### src/rtl/microseq_pkg.sv
package microseq_pkg;

  localparam int FMT_ONE = 0;
  localparam int FMT_TWO = 1;
  localparam int FMT_MIX = 2;

  localparam int COND_NONE   = 0;
  localparam int COND_ALWAYS = 1;
  localparam int COND_BASE   = 2;

  function automatic int useq_word_w(int fmt, int icw, int ecw, int csw, int aw);
    if (fmt == FMT_TWO) return icw + ecw + csw + 2 * aw;
    if (fmt == FMT_MIX) return 1 + (((icw + ecw) > (csw + aw)) ? (icw + ecw) : (csw + aw));
    return icw + ecw + csw + aw;
  endfunction

endpackage

### src/rtl/useq_store.sv
module useq_store #(
  parameter int AW = 4,
  parameter int WW = 16,
  parameter logic [(2**AW)*WW-1:0] INIT = '0
) (
  input  logic [AW-1:0] addr,
  output logic [WW-1:0] word
);
  localparam int DEPTH = 2**AW;

  logic [WW-1:0] mem [DEPTH];

  for (genvar g = 0; g < DEPTH; g++) begin : g_fill
    assign mem[g] = INIT[g*WW +: WW];
  end

  assign word = mem[addr];
endmodule

### src/rtl/useq_decode.sv
module useq_decode
  import microseq_pkg::*;
#(
  parameter int FORMAT = FMT_ONE,
  parameter int ICW = 6,
  parameter int ECW = 3,
  parameter int CSW = 3,
  parameter int AW  = 4,
  parameter int WW  = 16
) (
  input  logic [WW-1:0]  word,
  output logic [ICW-1:0] int_ctl,
  output logic [ECW-1:0] ext_ctl,
  output logic [CSW-1:0] csel,
  output logic [AW-1:0]  addr_t,
  output logic [AW-1:0]  addr_f,
  output logic           is_jump
);
  if (FORMAT == FMT_MIX) begin : g_mix
    localparam int PW = WW - 1;
    logic          tag;
    logic [PW-1:0] body;
    assign tag  = word[WW-1];
    assign body = word[PW-1:0];
    always_comb begin
      if (tag) begin
        int_ctl = '0;
        ext_ctl = '0;
        csel    = body[PW-1 -: CSW];
        addr_t  = body[PW-1-CSW -: AW];
      end else begin
        int_ctl = body[PW-1 -: ICW];
        ext_ctl = body[PW-1-ICW -: ECW];
        csel    = CSW'(COND_NONE);
        addr_t  = '0;
      end
    end
    assign addr_f  = '0;
    assign is_jump = tag;
  end else if (FORMAT == FMT_TWO) begin : g_two
    assign int_ctl = word[WW-1 -: ICW];
    assign ext_ctl = word[WW-1-ICW -: ECW];
    assign csel    = word[WW-1-ICW-ECW -: CSW];
    assign addr_t  = word[2*AW-1 -: AW];
    assign addr_f  = word[AW-1:0];
    assign is_jump = 1'b0;
  end else begin : g_one
    assign int_ctl = word[WW-1 -: ICW];
    assign ext_ctl = word[WW-1-ICW -: ECW];
    assign csel    = word[WW-1-ICW-ECW -: CSW];
    assign addr_t  = word[AW-1:0];
    assign addr_f  = '0;
    assign is_jump = 1'b0;
  end
endmodule

### src/rtl/useq_cond.sv
module useq_cond
  import microseq_pkg::*;
#(
  parameter int NCOND = 4,
  parameter int CSW   = 3
) (
  input  logic [CSW-1:0]   csel,
  input  logic [NCOND-1:0] status,
  output logic             hit
);
  always_comb begin
    hit = 1'b0;
    if (csel == CSW'(COND_ALWAYS)) hit = 1'b1;
    for (int i = 0; i < NCOND; i++) begin
      if (csel == CSW'(i + COND_BASE)) hit = status[i];
    end
  end
endmodule

### src/rtl/useq_next.sv
module useq_next
  import microseq_pkg::*;
#(
  parameter int FORMAT = FMT_ONE,
  parameter int AW = 4
) (
  input  logic [AW-1:0] pc,
  input  logic          hit,
  input  logic [AW-1:0] addr_t,
  input  logic [AW-1:0] addr_f,
  output logic [AW-1:0] npc
);
  logic [AW-1:0] fall;

  assign fall = (FORMAT == FMT_TWO) ? addr_f : AW'(pc + 1'b1);
  assign npc  = hit ? addr_t : fall;
endmodule

### src/rtl/microseq.sv
module microseq
  import microseq_pkg::*;
#(
  parameter int FORMAT = FMT_ONE,
  parameter int AW     = 4,
  parameter int ICW    = 6,
  parameter int ECW    = 3,
  parameter int NCOND  = 4,
  parameter int CSW    = $clog2(NCOND + COND_BASE),
  parameter int WW     = useq_word_w(FORMAT, ICW, ECW, CSW, AW),
  parameter logic [(2**AW)*WW-1:0] INIT = '0
) (
  input  logic             clk,
  input  logic             rst,
  input  logic [NCOND-1:0] status_i,
  output logic [ICW-1:0]   int_ctl_o,
  output logic [ECW-1:0]   ext_ctl_o,
  output logic [AW-1:0]    upc_o
);
  logic [AW-1:0]  upc_q;
  logic [ICW-1:0] int_q;
  logic [ECW-1:0] ext_q;
  logic [WW-1:0]  fetched;
  logic [ICW-1:0] dec_int;
  logic [ECW-1:0] dec_ext;
  logic [CSW-1:0] dec_csel;
  logic [AW-1:0]  dec_at;
  logic [AW-1:0]  dec_af;
  logic           dec_jump;
  logic           cond_hit;
  logic [AW-1:0]  upc_nxt;

  useq_store #(.AW(AW), .WW(WW), .INIT(INIT)) u_store (
    .addr (upc_q),
    .word (fetched)
  );

  useq_decode #(
    .FORMAT(FORMAT), .ICW(ICW), .ECW(ECW), .CSW(CSW), .AW(AW), .WW(WW)
  ) u_decode (
    .word    (fetched),
    .int_ctl (dec_int),
    .ext_ctl (dec_ext),
    .csel    (dec_csel),
    .addr_t  (dec_at),
    .addr_f  (dec_af),
    .is_jump (dec_jump)
  );

  useq_cond #(.NCOND(NCOND), .CSW(CSW)) u_cond (
    .csel   (dec_csel),
    .status (status_i),
    .hit    (cond_hit)
  );

  useq_next #(.FORMAT(FORMAT), .AW(AW)) u_next (
    .pc     (upc_q),
    .hit    (cond_hit),
    .addr_t (dec_at),
    .addr_f (dec_af),
    .npc    (upc_nxt)
  );

  always_ff @(posedge clk) begin
    if (rst) begin
      upc_q <= '0;
      int_q <= '0;
      ext_q <= '0;
    end else begin
      upc_q <= upc_nxt;
      int_q <= dec_int;
      ext_q <= dec_ext;
    end
  end

  assign int_ctl_o = int_q;
  assign ext_ctl_o = ext_q;
  assign upc_o     = upc_q;
endmodule

### config.mk
export PLATFORM = sky130hd
export DESIGN_NAME = microseq
export DESIGN_NICKNAME = d
export VERILOG_FILES = /design/src/rtl/microseq_pkg.sv /design/src/rtl/useq_store.sv /design/src/rtl/useq_decode.sv /design/src/rtl/useq_cond.sv /design/src/rtl/useq_next.sv /design/src/rtl/microseq.sv
export SDC_FILE = /design/constraint.sdc
export NUM_CORES = 1
export LEC_CHECK = 0
export CAP_MARGIN = 40
export CORE_AREA = 2 2 39 41
export CTS_BUF_LIST = sky130_fd_sc_hd__clkbuf_4 sky130_fd_sc_hd__clkbuf_8 sky130_fd_sc_hd__clkbuf_16
export CTS_CLUSTER_DIAMETER = 30
export DETAILED_ROUTE_END_ITERATION = 10
export DIE_AREA = 0 0 41 43
export MAX_ROUTING_LAYER = met4
export SLEW_MARGIN = 25
export SYNTH_ARGS = -nofsm -noshare
export SYNTH_HDL_FRONTEND = slang
export SYNTH_SLANG_ARGS = --single-unit
### constraint.sdc
create_clock -name clk -period 0.9 [get_ports clk]
set_input_delay 0.18 -clock clk [delete_from_list [all_inputs] [get_ports clk]]
set_output_delay 0.18 -clock clk [all_outputs]
set_load 0.03 [all_outputs]
# After elaboration in Yosys (flattened, before gate mapping)
# Memories as Yosys holds them, arrays and structs flattened.
# Index checks and enable logic that the tools add are counted.
dict set report totals {
  register_bits 13
  latch_bits 0
  ram_bits 0
  rom_bits 256
  inputBits 6
  elab_cells 20
  mem_count 1
}
# memory depth width read_ports rd_ports_with_merged_regs write_ports line_no
set memory_table {}
lappend memory_table {{(name not given)} 16 16 1 0 0 useq_store.sv:17} ;# assign word = mem[addr];
dict set report classes {
  addsub 1
  multipliers 0
  n_div 0
  n_lt_le_gt_ge 1
  n_eq_ne 5
  n_shift 0
  n_mux 8
  bitwise_logic 1
  reduce_logical 0
}
# op count
set ops {}
lappend ops {{16-bit 2-to-1 mux} 2}
lappend ops {{3-bit by 2-bit equality test with 1-bit output, second input constant} 2}
lappend ops {{3-bit equality test, second input constant} 2}
lappend ops {{5-bit greater-or-equal comparator, second input constant} 1}
lappend ops {{1-bit 2-to-1 mux} 5}
lappend ops {{4-bit inverter with 5-bit output} 1}
lappend ops {{4-bit by 1-bit adder with 4-bit output, second input constant} 1}
lappend ops {{4-bit 2-to-1 mux} 1}
lappend ops {{3-bit by 1-bit equality test with 1-bit output, second input constant} 1}

# Depth between registers and ports, before layout
dict set report logic_depth {
  word_depth 11
  mapped_depth 3
  mapped_depth_nobuf 3
}

# By module
# From an unflattened synthesis, not the netlist that was laid out.
dict set report unflattened {
  hier_cells 84
  hier_area_um2 799.5
}
# module n_inst cells_per_inst area_each_um2
set modules_own_cells {}
lappend modules_own_cells {microseq 1 27 395.4}
lappend modules_own_cells {useq_decode 1 22 161.4}
lappend modules_own_cells {useq_store 1 17 123.9}
lappend modules_own_cells {useq_next 1 11 72.6}
lappend modules_own_cells {useq_cond 1 7 46.3}

# Worst setup path before layout
# No wires, ideal clock.
dict set report synth_path {
  kind {register -> register}
  startpoint {register upc_q[0], in the netlist upc_o[0]}
  endpoint {register upc_q[3], in the netlist upc_o[3]}
  arrival_time_ps 953
  required_time_ps 779
  setup_slack_ps -175
  stages_incl_launch_ff 3
  path_buffers 0
  period_less_slack_ps 1075
  path_cell_list {dfxtp_1 -> nand3_2 -> mux2_4}
}
dict set report synth_via {
  elab_chain_len 11
  elab_cells_between_ends 16
}
# item line_no
set synth_rtl {}
lappend synth_rtl {{start, declared} microseq.sv:20} ;# logic [AW-1:0] upc_q;
lappend synth_rtl {{start signal, assigned} microseq.sv:70} ;# upc_q <= upc_nxt;
lappend synth_rtl {{4-bit inverter with 5-bit output (implied by the code)} useq_store.sv:17}
lappend synth_rtl {{memory 16 x 16 bit} -}
lappend synth_rtl {{16-bit 2-to-1 mux (implied by the code) (2 in series)} useq_store.sv:17}
lappend synth_rtl {{3-bit by 1-bit equality test with 1-bit output} useq_cond.sv:13} ;# if (csel == CSW'(COND_ALWAYS)) hit = 1'b1;
lappend synth_rtl {{1-bit 2-to-1 mux} useq_cond.sv:13}
lappend synth_rtl {{1-bit 2-to-1 mux (4 in series)} useq_cond.sv:15} ;# if (csel == CSW'(i + COND_BASE)) hit = status[i];
lappend synth_rtl {{4-bit 2-to-1 mux *} useq_next.sv:16} ;# assign npc = hit ? addr_t : fall;
# Mark *: on every way between the ends. The rest lies on a longest branch, timed or not. The select of a mux whose other input is x is not followed.
# A chain may end at the register's enable or synchronous reset.

# Final worst setup path
dict set report layout_path {
  startpoint {register upc_q[0], in the netlist upc_o[0]}
  endpoint {output upc_o[0]}
}
# item line_no
set layout_rtl {}
lappend layout_rtl {{end, declared} microseq.sv:18} ;# output logic [AW-1:0] upc_o
# No word-level cell between the ends.

==> impl_metrics.json <==
{
  "synth_edf_count": 0,
  "slew_violations": 0,
  "final_cells": 49,
  "timing.fmax_mhz": 1110,
  "crit_arrival_ps": 720,
  "cp-end-kind": "output port",
  "synth_common_cells": "buf_4, dfxtp_1, nor2_1",
  "crit_chain": "buf_6",
  "startpoint_type": "register",
  "drt_wl_total_um": 305,
  "violations": "negative setup slack",
  "port_buffers": 5,
  "overflow": 0,
  "die_h_um": 43,
  "wl_per_cell_um": 6.22,
  "largest_reg_flops": 4,
  "die_w_um": 41,
  "io_pins": 19,
  "grt_setup_unrepaired": "true",
  "syn-instance-count": 23,
  "grt_max_degree": 5,
  "hold_viol_final": 0,
  "synthArstFlopShare": 0,
  "track_usage": 0.0442,
  "hold_ws_ps": 274,
  "core_area_um2": 1380,
  "fin_ws_ps": -0.879,
  "syn_area_per_cell_um2": 9.63,
  "clk_latency_ps": 240,
  "p_total_mw": 0.601,
  "cp_slowest_cell": "dfxtp_4",
  "p_per_area_nw_per_um2": 1880,
  "cts_num_sinks": 4,
  "synth_cell_types": 9,
  "cts_root_buf": "clkbuf_4",
  "path_clk_slew_ps": 40,
  "diodes": 0,
  "area_growth_pct": 44.1,
  "fillers": 148,
  "post_dp_cell_area_um2": 264,
  "drt_pass1_iterations": 1,
  "p_leak_nw": 0.161,
  "layout-drive-gt1-share": 0.485,
  "grt_pass1_vias": 120,
  "period_needed_ps": 901,
  "vias": 146,
  "yosys_warnings": 0,
  "finalSetupViolCount": 1,
  "final_area_um2": 319,
  "cts_tree": "built",
  "seq_area_frac_synth": 0.362,
  "row_count": 14,
  "synth_most_common_cell": "buf_4",
  "critPathKind": "reg -> out",
  "vias_per_cell": 2.98,
  "cts_max_level": 1,
  "hp-class": "in -> reg",
  "outcome": "finished with violations",
  "nets": 41,
  "ys.flop_type": "dfxtp_1",
  "vdd_drop_max_mv": 0.279,
  "period_share": 1.00,
  "cap_violations": 0,
  "dpl.hpwl_um": 239,
  "antenna_found_initial": 0,
  "cts_inserted_buffers": 3,
  "synth_top_cell_by_area": "dfxtp_1",
  "synth_area_um2": 221,
  "critPathMaxFanout": 4,
  "dieArea_um2": 1760,
  "cp.buffers_inverters": 1,
  "crit_required_ps": 720,
  "grt_pass1_wl_um": 393,
  "clock_skew_ps": 5.12,
  "clockBufferDepth": 2,
  "dr.first_iter.drc_count": 0,
  "slowest_delay_ps": 360,
  "initial_core_util": 0.160,
  "yosysTopAreaCellShare": 0.362,
  "drc": 0,
  "dp_cells": 44,
  "gp_congestion": 0.488,
  "dp_slack_ps": -221,
  "synth_area_leaders": "dfxtp_1, buf_4, mux2_4, ha_1, nor2b_1",
  "drt.antenna.violating_nets": 0,
  "cpLargestDelayFamily": "flip-flops",
  "synth-seq-cells": 4
}
## stage by stage
stage	TNS (ps)	util
global route	-61.1	0.231
global placement	-426	0.191
finish	-0.879	0.231
detailed placement	-421	0.191
CTS	-23.6	0.226
floorplan	0	-
## power by group
group	total (mW)	internal (mW)	leakage, nW	switching (mW)
combinational	0.127	0.0407	0.107	0.0864
sequential	0.203	0.189	0.0353	0.0137
clock	0.271	0.196	0.0184	0.0745
total	0.601	0.426	0.161	0.175
## area by class of cell
type / instances / area [um^2] / area share
Tap cell: 16 / 20.0 / 0.0627
Multi-Input combinational cell: 18 / 104 / 0.325
Timing Repair Buffer: 7 / 72.6 / 0.227
Sequential cell: 4 / 92.6 / 0.290
Clock buffer: 4 / 30.0 / 0.0941
## cell usage in the layout (no fill, tap or decap)
cell type	synthesis	layout
conb_1	1	9
clkbuf_4	0	4
buf_6	0	4
nor2_1	3	3
dfxtp_4	0	3
nor2b_1	2	2
buf_4	9	2
xnor2_1	1	1
nand3_2	1	1
mux2_4	1	1
ha_1	1	1
dlymetal6s2s_1	0	1
dfxtp_2	0	1
## worst paths after layout
check / cells past startpoint / slack [ps] / to / startpoint
setup / recovery: 1 / -0.9 / upc_o[0] / upc_o[0]
hold / removal: 3 / 270 / upc_o[1] / rst
setup reg to reg: 3 / 40 / upc_o[2] / upc_o[0]
hold reg to reg: 1 / 440 / upc_o[0] / upc_o[0]
## kinds of logic after synthesis
group                      synth area share
and+or+nand+nor                       0.153
adders and majority gates            0.0565
buffers and inverters                 0.305
muxes                                0.0678
xor gates and xnor gates             0.0396
other                                0.0169
DFF                                   0.362
## layer usage
metal	vias up	track usage	routed length (um)
li1	72	-	-
met1	66	0.0256	108
met2	8	0.0531	174
met3	0	0	22
met4	0	0.120	0
met5	-	-	0
## what timing repair did
item | 4_1_cts | 5_1_grt
setup endpoints to repair | 3 | 5
gates resized for setup | 3 | 2
buffers inserted | 1 | 0
hold buffers | 0 | 0
pin swaps | 0 | 0
(Power assumes the default switching activity.)
